`src/rtl/gpio_irq_pkg.sv`:
```
// Package: address offsets and interrupt mode codes shared by the GPIO bank,
// its checker and its bench. Assumes a 6-bit byte address space.
package gpio_irq_pkg;
    // value window
    localparam int OFS_DATA = 'h00;
    localparam int OFS_DIR  = 'h04;
    // interrupt window, base 0x20
    localparam int OFS_EN   = 'h20;
    localparam int OFS_T0   = 'h24;
    localparam int OFS_T1   = 'h28;
    localparam int OFS_T2   = 'h2C;
    localparam int OFS_STAT = 'h30;

    // per-pin mode as {type2,type1,type0}
    typedef enum logic [2:0] {
        MODE_FALL = 3'b000,
        MODE_RISE = 3'b001,
        MODE_LOW  = 3'b010,
        MODE_HIGH = 3'b011,
        MODE_BOTH = 3'b101
    } irq_mode_e;
endpackage

```
`src/rtl/gpio_pin_sync.sv`:
```
// Two-flop synchronizer for the pad inputs plus one history stage.
// Assumes pin_in is asynchronous to clk; cur/prev feed edge detection.
module gpio_pin_sync #(
    parameter int W = 32
) (
    input  logic         clk,
    input  logic         rst_n,
    input  logic [W-1:0] pin_in,
    output logic [W-1:0] cur,
    output logic [W-1:0] prev
);
    logic [W-1:0] meta_q;
    logic [W-1:0] sync_q;
    logic [W-1:0] hist_q;

    // Purpose: move pads into the clock domain and keep last synchronized value.
    always_ff @(posedge clk) begin
        if (!rst_n) begin
            meta_q <= '0;
            sync_q <= '0;
            hist_q <= '0;
        end else begin
            meta_q <= pin_in;
            sync_q <= meta_q;
            hist_q <= sync_q;
        end
    end

    assign cur  = sync_q;
    assign prev = hist_q;
endmodule

```
`src/rtl/gpio_event_detect.sv`:
```
// Per-pin event decode from synchronized value, its history and three type bits.
// type1=1 selects level (type0 picks high/low); otherwise type2=1 selects both
// edges, else type0 picks rising/falling. Purely combinational.
module gpio_event_detect #(
    parameter int W = 32
) (
    input  logic [W-1:0] cur,
    input  logic [W-1:0] prev,
    input  logic [W-1:0] t0,
    input  logic [W-1:0] t1,
    input  logic [W-1:0] t2,
    output logic [W-1:0] evt
);
    for (genvar i = 0; i < W; i++) begin : g_pin
        logic rise;
        logic fall;
        assign rise = cur[i] & ~prev[i];
        assign fall = ~cur[i] & prev[i];

        // Purpose: pick the event condition for this pin's mode.
        always_comb begin
            if (t1[i])
                evt[i] = t0[i] ? cur[i] : ~cur[i];
            else if (t2[i])
                evt[i] = rise | fall;
            else
                evt[i] = t0[i] ? rise : fall;
        end
    end
endmodule

```
`src/rtl/gpio_status_reg.sv`:
```
// Sticky interrupt status with write-one-to-clear. A set in the same cycle
// wins over a clear. Bits outside CAP never set.
module gpio_status_reg #(
    parameter int           W   = 32,
    parameter logic [W-1:0] CAP = '1
) (
    input  logic         clk,
    input  logic         rst_n,
    input  logic [W-1:0] evt,
    input  logic [W-1:0] clr,
    output logic [W-1:0] stat
);
    logic [W-1:0] stat_q;

    // Purpose: hold flagged events until software clears them.
    always_ff @(posedge clk) begin
        if (!rst_n)
            stat_q <= '0;
        else
            stat_q <= ((stat_q & ~clr) | evt) & CAP;
    end

    assign stat = stat_q;
endmodule

```
`src/rtl/gpio_irq_bank.sv`:
```
// GPIO bank top: register port, direction/data storage, interrupt
// configuration, read mux and combined interrupt. Assumes a single-cycle
// write strobe and combinational reads; reset is synchronous, active low.
module gpio_irq_bank
    import gpio_irq_pkg::*;
#(
    parameter int           W       = 32,
    parameter int           ADDR_W  = 6,
    parameter logic [W-1:0] IN_CAP  = 32'h0FFF_FFFF,
    parameter logic [W-1:0] OUT_CAP = 32'h3000_FFFF
) (
    input  logic              clk,
    input  logic              rst_n,
    input  logic [ADDR_W-1:0] bus_addr,
    input  logic              bus_wr,
    input  logic [W-1:0]      bus_wdata,
    output logic [W-1:0]      bus_rdata,
    input  logic [W-1:0]      pin_in,
    output logic [W-1:0]      pin_out,
    output logic [W-1:0]      pin_oe,
    output logic              irq
);
    localparam logic [ADDR_W-1:0] A_DATA = ADDR_W'(OFS_DATA);
    localparam logic [ADDR_W-1:0] A_DIR  = ADDR_W'(OFS_DIR);
    localparam logic [ADDR_W-1:0] A_EN   = ADDR_W'(OFS_EN);
    localparam logic [ADDR_W-1:0] A_T0   = ADDR_W'(OFS_T0);
    localparam logic [ADDR_W-1:0] A_T1   = ADDR_W'(OFS_T1);
    localparam logic [ADDR_W-1:0] A_T2   = ADDR_W'(OFS_T2);
    localparam logic [ADDR_W-1:0] A_STAT = ADDR_W'(OFS_STAT);

    logic [W-1:0] data_q, dir_q, en_q, t0_q, t1_q, t2_q;
    logic [W-1:0] stat_q;
    logic [W-1:0] cur_s, prev_s, evt;
    logic [W-1:0] clr_mask;
    logic [W-1:0] data_view;

    // Purpose: store configuration, masking bits by pin capability.
    always_ff @(posedge clk) begin
        if (!rst_n) begin
            data_q <= '0;
            dir_q  <= '0;
            en_q   <= '0;
            t0_q   <= '0;
            t1_q   <= '0;
            t2_q   <= '0;
        end else if (bus_wr) begin
            if (bus_addr == A_DATA) data_q <= bus_wdata & OUT_CAP;
            if (bus_addr == A_DIR)  dir_q  <= bus_wdata & OUT_CAP;
            if (bus_addr == A_EN)   en_q   <= bus_wdata & IN_CAP;
            if (bus_addr == A_T0)   t0_q   <= bus_wdata & IN_CAP;
            if (bus_addr == A_T1)   t1_q   <= bus_wdata & IN_CAP;
            if (bus_addr == A_T2)   t2_q   <= bus_wdata & IN_CAP;
        end
    end

    gpio_pin_sync #(.W(W)) u_sync (
        .clk    (clk),
        .rst_n  (rst_n),
        .pin_in (pin_in),
        .cur    (cur_s),
        .prev   (prev_s)
    );

    gpio_event_detect #(.W(W)) u_detect (
        .cur  (cur_s),
        .prev (prev_s),
        .t0   (t0_q),
        .t1   (t1_q),
        .t2   (t2_q),
        .evt  (evt)
    );

    assign clr_mask = (bus_wr && bus_addr == A_STAT) ? bus_wdata : '0;

    gpio_status_reg #(.W(W), .CAP(IN_CAP)) u_status (
        .clk   (clk),
        .rst_n (rst_n),
        .evt   (evt),
        .clr   (clr_mask),
        .stat  (stat_q)
    );

    assign data_view = (data_q & dir_q) | (cur_s & ~dir_q & IN_CAP);

    // Purpose: return the addressed register, zero for unmapped addresses.
    always_comb begin
        case (bus_addr)
            A_DATA:  bus_rdata = data_view;
            A_DIR:   bus_rdata = dir_q;
            A_EN:    bus_rdata = en_q;
            A_T0:    bus_rdata = t0_q;
            A_T1:    bus_rdata = t1_q;
            A_T2:    bus_rdata = t2_q;
            A_STAT:  bus_rdata = stat_q;
            default: bus_rdata = '0;
        endcase
    end

    assign pin_out = data_q;
    assign pin_oe  = dir_q;
    assign irq     = |(stat_q & en_q);
endmodule

```
`config.mk`:
```
export PLATFORM = sky130hd
export DESIGN_NAME = gpio_irq_bank
export DESIGN_NICKNAME = d
export VERILOG_FILES = /design/src/rtl/gpio_irq_pkg.sv /design/src/rtl/gpio_pin_sync.sv /design/src/rtl/gpio_event_detect.sv /design/src/rtl/gpio_status_reg.sv /design/src/rtl/gpio_irq_bank.sv
export SDC_FILE = /design/constraint.sdc
export NUM_CORES = 1
export LEC_CHECK = 0
export ABC_AREA = 1
export BUFFER_PORTS_ARGS = -buffer_cell sky130_fd_sc_hd__buf_2
export CAP_MARGIN = 20
export CORE_MARGIN = 2
export CORE_UTILIZATION = 60
export CTS_CLUSTER_SIZE = 10
export DETAILED_ROUTE_END_ITERATION = 8
export PLACE_DENSITY_LB_ADDON = 0.15
export SLEW_MARGIN = 20
export SYNTH_ARGS = -nofsm -noshare
export SYNTH_HDL_FRONTEND = slang
export SYNTH_HIERARCHICAL = 1
export SYNTH_SLANG_ARGS = --single-unit
```
`constraint.sdc`:
```
create_clock -name clk -period 1.8 [get_ports clk]
set_input_delay 0.27 -clock clk [delete_from_list [all_inputs] [get_ports clk]]
set_output_delay 0.27 -clock clk [all_outputs]
set_load 0.1 [all_outputs]
```
==> metrics.txt, run 1 <==
# TYPE chip_impl_metric gauge
chip_impl_metric{name="timing_hold_violations_final",unit=""} 0
chip_impl_metric{name="setup_viol_count_final",unit=""} 22
chip_impl_metric{name="design.final.nets",unit=""} 2583
chip_impl_metric{name="layout-drive-gt1-share",unit="%"} 24.5
chip_impl_metric{name="p_comb_share",unit="%"} 12.9
chip_impl_metric{name="layoutNonFillerInstCount",unit=""} 2779
chip_impl_metric{name="numPortBuffers",unit=""} 133
chip_impl_metric{name="num_rows",unit=""} 56
chip_impl_metric{name="cts_htree_levels",unit=""} 1
chip_impl_info{name="crit_path_cell_trace",value="nand2_1, nand2_1, nor2_2, nand2_2, nor2_4, nand2_2, buf_12"} 1
chip_impl_metric{name="drc_violations",unit=""} 0
chip_impl_metric{name="finalCritPeriodShare",unit="%"} 111
chip_impl_metric{name="fillerInstances",unit=""} 1671
chip_impl_metric{name="routabilityCongestion",unit=""} 0.860
chip_impl_metric{name="finalMaxSlewViolations",unit=""} 2
chip_impl_metric{name="finalCriticalPeriod",unit="ps"} 2000
chip_impl_metric{name="clkPwrFrac",unit="%"} 41.5
chip_impl_info{name="clk_root_buffer_cell",value="sky130_fd_sc_hd__clkbuf_16"} 1
chip_impl_metric{name="fin_ws",unit="ps"} -203
chip_impl_metric{name="floorplan.initialDensity",unit="%"} 61.2
chip_impl_metric{name="switchingPower",unit="mW"} 3.55
chip_impl_metric{name="maxSlewHeadroom",unit="%"} -16.0
chip_impl_metric{name="area_growth",unit="%"} 29.2
chip_impl_metric{name="total_half_perimeter_wirelength_after_legalization_and_detailed_placement",unit="um"} 25900
chip_impl_info{name="cp-start-kind",value="flop"} 1
chip_impl_metric{name="cts_max_path_buffers",unit=""} 3
chip_impl_metric{name="area_of_the_multi_input_gates",unit="sq um"} 7670
chip_impl_metric{name="postRouteWirelength",unit="um"} 45900
chip_impl_metric{name="syn_inst",unit=""} 2248
chip_impl_metric{name="grt_antenna_before_repair",unit=""} 1
chip_impl_metric{name="placedInstanceArea",unit="sq um"} 16300
chip_impl_metric{name="grt_overflow",unit=""} 0
chip_impl_metric{name="cts.sinks",unit=""} 260
chip_impl_info{name="setup.worst_path.end_class",value="output port"} 1
chip_impl_metric{name="crit_path_max_incr_delay",unit="ps"} 330
chip_impl_info{name="failed_checks",value="slew limit, setup timing"} 1
chip_impl_metric{name="cell_internal_pwr",unit="mW"} 9.55
chip_impl_metric{name="seq_power_share",unit="%"} 45.6
chip_impl_metric{name="placed_cells_incl_taps",unit=""} 2657
chip_impl_metric{name="ir_drop",unit="mV"} 0.733
chip_impl_metric{name="io_count",unit=""} 170
chip_impl_metric{name="drt_iter0_markers",unit=""} 1440
chip_impl_metric{name="critical_path.max_fanout",unit=""} 3
chip_impl_metric{name="insertion_delay",unit="ps"} 570
chip_impl_info{name="cts_tree",value="done"} 1
chip_impl_metric{name="powerDensity",unit="nW/um^2"} 704
chip_impl_metric{name="track_usage",unit="%"} 31.3
chip_impl_metric{name="synthesis.area_per_instance",unit="sq um"} 6.40
chip_impl_metric{name="grt_start_max_net_pins",unit=""} 76
chip_impl_info{name="worst_path_dominant_cell_family",value="simple AND/OR/NAND/NOR gates"} 1
chip_impl_metric{name="worstPathRequired",unit="ps"} 1530
chip_impl_metric{name="grt_pass1_wl",unit="um"} 66000
chip_impl_info{name="crit_path_top_delay_cell",value="sky130_fd_sc_hd__dfxtp_2"} 1
chip_impl_info{name="run_status",value="finished, violations left"} 1
chip_impl_metric{name="worstMarginPinSlew",unit="ps"} 1730
chip_impl_metric{name="post_drt_antenna_nets",unit=""} 0
chip_impl_metric{name="die_w",unit="um"} 159
chip_impl_metric{name="synth.yosys.warnings",unit=""} 6
chip_impl_metric{name="synth.cell_area",unit="sq um"} 14400
chip_impl_info{name="grt_setup_unrepaired",value="true"} 1
chip_impl_info{name="hp-class",value="in -> reg"} 1
chip_impl_metric{name="switching_share",unit="%"} 27.1
chip_impl_metric{name="core_area",unit="sq um"} 23500
chip_impl_metric{name="finalInstanceArea",unit="sq um"} 18600
chip_impl_metric{name="drt-vias-per-instance",unit=""} 5.45
chip_impl_metric{name="fp.dieArea",unit="sq um"} 25300
chip_impl_metric{name="critical_path_buf_inv_count",unit=""} 1
chip_impl_metric{name="maxCapViolations",unit=""} 0
chip_impl_metric{name="clock_skew",unit="ps"} 16.8
chip_impl_metric{name="detail_route.wl_per_cell",unit="um"} 16.5
chip_impl_info{name="category_of_the_most_critical_setup_path",value="reg -> out"} 1
chip_impl_metric{name="die_height",unit="um"} 159
chip_impl_metric{name="place_ws",unit="ps"} -46.1
chip_impl_metric{name="leakagePower",unit="nW"} 8.95
chip_impl_metric{name="detailroute.via_count",unit=""} 15149
chip_impl_metric{name="crit_arrival",unit="ps"} 1730
chip_impl_metric{name="sequential_standard_cell_area",unit="sq um"} 5350
chip_impl_metric{name="vias_in_the_first_global_route",unit=""} 13612
chip_impl_metric{name="timing.setup.tns",unit="ps"} -850
chip_impl_metric{name="tritoncts_buffers",unit=""} 30
chip_impl_metric{name="worst_setup_hold_path_clk_slew",unit="ps"} 60
chip_impl_metric{name="max_freq",unit="GHz"} 0.499
chip_impl_metric{name="firstDrtPassIters",unit=""} 9
timing repair:
item,CTS,global route
endpoints found under the setup margin,29,29
gates cloned,1,15
setup buffers,18,22
endpoints found under the hold margin,28,0
pin swaps,41,55
hold buffers,28,0
resized for setup,57,125
metal layers:
metal	track usage, %	vias up	wire [um]
li1	-	7213	-
met1	38.8	6869	17500
met2	53.8	859	21500
met3	4.02	208	4100
met4	15.6	0	2810
met5	0	-	0
through the flow:
step           power (mW)  util [%]  hold slack [ps]
2_1_floorplan        7.13         -              368
3_3_place_gp         7.46      69.1              393
3_5_place_dp         7.50      69.1              395
4_1_cts              12.9      74.9             4.55
5_1_grt              13.5      79.0            0.759
6_report             13.1      79.0             11.0
registers in the layout, indices dropped and copies added (netlist names):
| signal | cells |
|---|---|
| t1_q | 28 |
| u_status/stat | 28 |
| t0_q | 28 |
| pin_oe | 18 |
| u_sync/prev | 28 |
| pin_out | 18 |
| en_q | 28 |
| u_sync/meta_q | 28 |
| t2_q | 28 |
| u_sync/cur | 28 |
final cells by class:
class                           instances  area share (%)
Antenna cell                            1          0.0134
Sequential cell                       260            28.7
Clock buffer                           35            4.19
Tap cell                              319            2.15
Inverter                              326            6.63
Clock inverter                          2           0.249
Multi-Input combinational cell       1551            41.2
Timing Repair Buffer                  285            16.8
cells in the final DEF (no fill, tap or decap), types with 11 or more instances in the layout:
cell type / n
sky130_fd_sc_hd__nor2_4: 22
sky130_fd_sc_hd__nand2_2: 70
sky130_fd_sc_hd__buf_12: 61
sky130_fd_sc_hd__a21oi_1: 53
sky130_fd_sc_hd__buf_2: 95
sky130_fd_sc_hd__dfxtp_4: 22
sky130_fd_sc_hd__nand4_1: 92
sky130_fd_sc_hd__clkbuf_16: 44
sky130_fd_sc_hd__nor2_2: 21
sky130_fd_sc_hd__a21oi_2: 29
sky130_fd_sc_hd__nand2_1: 574
sky130_fd_sc_hd__buf_6: 11
sky130_fd_sc_hd__dfxtp_1: 190
sky130_fd_sc_hd__nand3_1: 167
sky130_fd_sc_hd__dfxtp_2: 48
sky130_fd_sc_hd__nand3_2: 33
sky130_fd_sc_hd__buf_4: 68
sky130_fd_sc_hd__inv_1: 267
sky130_fd_sc_hd__ha_1: 56
sky130_fd_sc_hd__dlygate4sd3_1: 28
sky130_fd_sc_hd__conb_1: 32
sky130_fd_sc_hd__inv_2: 55
sky130_fd_sc_hd__nor2_1: 392
path summary, 6_finish.rpt:
kind	cells after the start	slack, ps	endpoint	start
setup / recovery	7	-200	irq	u_status/stat[8]
hold / removal	3	10	u_sync/cur[23]	rst_n
setup reg to reg	9	310	u_status/stat[3]	u_sync/cur[3]
hold reg to reg	2	410	u_sync/cur[9]	u_sync/meta_q[9]
tightest hold or removal path, stage by stage:
cell and delay, ps:
sky130_fd_sc_hd__buf_6 160, sky130_fd_sc_hd__nand2_2 80, sky130_fd_sc_hd__inv_2 30
power groups by stage:
| stage | Clock (mW) | Combinational (mW) | Sequential [mW] |
|---|---|---|---|
| finish | 5.44 | 1.69 | 5.97 |
| global route | 5.71 | 1.79 | 5.98 |
| CTS | 5.45 | 1.48 | 5.98 |
| detailed placement | 0 | 1.38 | 6.11 |
| global placement | 0 | 1.35 | 6.11 |
| floorplan | 0 | 1.00 | 6.13 |
Note: power is estimated with default switching activity, not from simulation.
==> inputs of run 2 (changes only) <==
BUFFER_PORTS_ARGS = -buffer_cell sky130_fd_sc_hd__buf_4   (was -buffer_cell sky130_fd_sc_hd__buf_2)
==> run 2 against run 1 <==
Net effect: the run still ends with slew limit, setup timing left; die area unchanged; clock skew increased by 7.1 ps; worst setup slack improved by 36 ps; critical path type unchanged; critical endpoint unchanged; highest routed layer unchanged.
==> metrics.txt, run 2 (same netlist as run 1, synthesis figures left out) <==
# TYPE chip_impl_metric gauge
chip_impl_metric{name="core_area",unit="sq um"} 23500
chip_impl_info{name="timing.rr.end",value="u_status/stat[0]"} 1
chip_impl_metric{name="cts_max_path_buffers",unit=""} 3
chip_impl_metric{name="layoutNonFillerInstCount",unit=""} 2774
chip_impl_metric{name="leakagePower",unit="nW"} 8.86
chip_impl_info{name="hp-class",value="in -> reg"} 1
chip_impl_metric{name="postRouteWirelength",unit="um"} 43700
chip_impl_metric{name="grt_start_max_net_pins",unit=""} 78
chip_impl_metric{name="tritoncts_buffers",unit=""} 30
chip_impl_metric{name="num_antenna_cells",unit=""} 0
chip_impl_info{name="category_of_the_most_critical_setup_path",value="reg -> out"} 1
chip_impl_metric{name="holdPathStages",unit=""} 5
chip_impl_metric{name="grt_pass1_wl",unit="um"} 67100
chip_impl_metric{name="clock_skew",unit="ps"} 23.9
chip_impl_metric{name="grt_antenna_before_repair",unit=""} 0
chip_impl_metric{name="drt_iter0_markers",unit=""} 1298
chip_impl_metric{name="die_w",unit="um"} 159
chip_impl_info{name="setup.worst_path.end_class",value="output port"} 1
chip_impl_metric{name="drc_violations",unit=""} 0
chip_impl_metric{name="fin_hold_ws",unit="ps"} 21.1
chip_impl_metric{name="crit_arrival",unit="ps"} 1700
chip_impl_metric{name="timing_hold_violations_final",unit=""} 0
chip_impl_metric{name="layout-drive-gt1-share",unit="%"} 24.4
chip_impl_metric{name="floorplan.initialDensity",unit="%"} 61.2
chip_impl_info{name="clk_root_buffer_cell",value="sky130_fd_sc_hd__clkbuf_16"} 1
chip_impl_info{name="critical_path_origin",value="en_q[7]"} 1
chip_impl_metric{name="vias_in_the_first_global_route",unit=""} 13665
chip_impl_info{name="run_status",value="finished, violations left"} 1
chip_impl_metric{name="cts_htree_levels",unit=""} 1
chip_impl_metric{name="maxSlewHeadroom",unit="%"} -19.4
chip_impl_info{name="cp-start-kind",value="flop"} 1
chip_impl_metric{name="die_height",unit="um"} 159
chip_impl_metric{name="worst_setup_hold_path_clk_slew",unit="ps"} 60
chip_impl_info{name="reg2reg_from",value="u_sync/cur[0]"} 1
chip_impl_metric{name="ir_drop",unit="mV"} 0.654
chip_impl_metric{name="area_growth",unit="%"} 27.8
chip_impl_metric{name="total_half_perimeter_wirelength_after_legalization_and_detailed_placement",unit="um"} 26600
chip_impl_metric{name="finalCriticalPeriod",unit="ps"} 1970
chip_impl_metric{name="drt-vias-per-instance",unit=""} 5.36
chip_impl_metric{name="finalCritPeriodShare",unit="%"} 109
chip_impl_metric{name="placed_cells_incl_taps",unit=""} 2659
chip_impl_metric{name="max_freq",unit="GHz"} 0.508
chip_impl_metric{name="post-layout-total-power",unit="mW"} 13.0
chip_impl_metric{name="track_usage",unit="%"} 31.8
chip_impl_metric{name="cts.sinks",unit=""} 260
chip_impl_metric{name="powerDensity",unit="nW/um^2"} 707
chip_impl_metric{name="grt_overflow",unit=""} 0
chip_impl_metric{name="numPortBuffers",unit=""} 133
chip_impl_metric{name="routabilityCongestion",unit=""} 0.861
chip_impl_info{name="holdCritStartpoint",value="bus_wdata[28]"} 1
chip_impl_metric{name="firstDrtPassIters",unit=""} 6
chip_impl_metric{name="detailroute.via_count",unit=""} 14881
chip_impl_metric{name="num_rows",unit=""} 56
chip_impl_metric{name="critical_path.max_fanout",unit=""} 3
chip_impl_metric{name="io_count",unit=""} 170
chip_impl_metric{name="fin_ws",unit="ps"} -167
chip_impl_metric{name="finalInstanceArea",unit="sq um"} 18400
chip_impl_metric{name="timing.reg2reg.worst_path_depth",unit=""} 9
chip_impl_metric{name="timing.reg2reg.setup_slack",unit="ps"} 350
chip_impl_info{name="failed_checks",value="slew limit, setup timing"} 1
chip_impl_info{name="min_delay_worst_endpoint",value="pin_oe[28]"} 1
chip_impl_metric{name="post_drt_antenna_nets",unit=""} 0
chip_impl_metric{name="maxCapViolations",unit=""} 0
chip_impl_info{name="grt_setup_unrepaired",value="true"} 1
chip_impl_metric{name="finalMaxSlewViolations",unit=""} 2
chip_impl_info{name="cts_tree",value="done"} 1
chip_impl_metric{name="fp.dieArea",unit="sq um"} 25300
chip_impl_info{name="layout.cells.most_common",value="sky130_fd_sc_hd__nand2_1"} 1
chip_impl_metric{name="setup_viol_count_final",unit=""} 8
chip_impl_metric{name="worstPathRequired",unit="ps"} 1530
chip_impl_metric{name="placedInstanceArea",unit="sq um"} 16200
chip_impl_metric{name="design.final.nets",unit=""} 2577
chip_impl_metric{name="insertion_delay",unit="ps"} 570
chip_impl_metric{name="detail_route.wl_per_cell",unit="um"} 15.8
chip_impl_metric{name="fillerInstances",unit=""} 1720
chip_impl_metric{name="worstMarginPinSlew",unit="ps"} 1780
chip_impl_info{name="layout.cells.most_common_list",value="568 x sky130_fd_sc_hd__nand2_1, 399 x sky130_fd_sc_hd__nor2_1, 269 x sky130_fd_sc_hd__inv_1, 182 x sky130_fd_sc_hd__dfxtp_1, 179 x sky130_fd_sc_hd__buf_4"} 1
-- run 2: repair_timing --
item                                   CTS  global route
setup buffers                           22            20
resized for setup                      120           112
hold buffers                            28             0
setup endpoints to repair               31            30
pin swaps                               37            49
gates cloned                             1             5
endpoints found under the hold margin   28             0
-- run 2: cell type report --
cell class	instances	area, sq um	share of cell area, %
repair buffers	279	2990	16.3
inverters	326	1230	6.66
clock inverters	1	16.3	0.0884
multi-input cells	1551	7610	41.4
clock buffers	38	801	4.35
flip-flops and latches	260	5360	29.1
well taps	319	399	2.17
-- run 2: how the worst max path moves through the flow --
stage / end / slack [ps]
2_1_floorplan: bus_rdata[11] / 8
3_3_place_gp: bus_rdata[16] / -80
3_5_place_dp: bus_rdata[18] / -90
4_1_cts: irq / -180
5_1_grt: irq / -240
6_report: irq / -170
-- run 2: routing by layer --
metal	wire length, um	share of wire (%)	vias up	GRT usage (%)
met5	0	0	-	0
met4	1760	4.0	0	12.6
met3	3890	8.9	148	5.80
met2	21000	48	729	55.1
met1	17100	39	6794	39.2
li1	-	-	7210	-
-- run 2: power breakdown --
group / internal, mW / switching, mW / leakage [nW] / total [mW]
Sequential: 5.87 / 0.101 / 2.16 / 5.97
Combinational: 0.533 / 1.11 / 6.31 / 1.64
Clock: 3.05 / 2.34 / 0.398 / 5.39
Total: 9.45 / 3.55 / 8.86 / 13.0
-- run 2: critical path: stages (launching register included) --
cell,delay (ps)
sky130_fd_sc_hd__dfxtp_2,330
sky130_fd_sc_hd__nand2_2,70
sky130_fd_sc_hd__nand2_2,60
sky130_fd_sc_hd__nor2_4,120
sky130_fd_sc_hd__nand3b_1,160
sky130_fd_sc_hd__nor2_4,150
sky130_fd_sc_hd__nand2_2,90
sky130_fd_sc_hd__buf_12,170
-- run 2: metrics by stage --
| step | worst slack, ps | setup TNS (ps) | util [%] |
|---|---|---|---|
| after floorplan | 7.92 | 0 | - |
| after global placement | -77.4 | -1600 | 68.6 |
| after detailed placement | -92.9 | -2030 | 68.6 |
| after CTS | -175 | -426 | 75.6 |
| after global routing | -236 | -1480 | 78.2 |
| final | -167 | -410 | 78.2 |
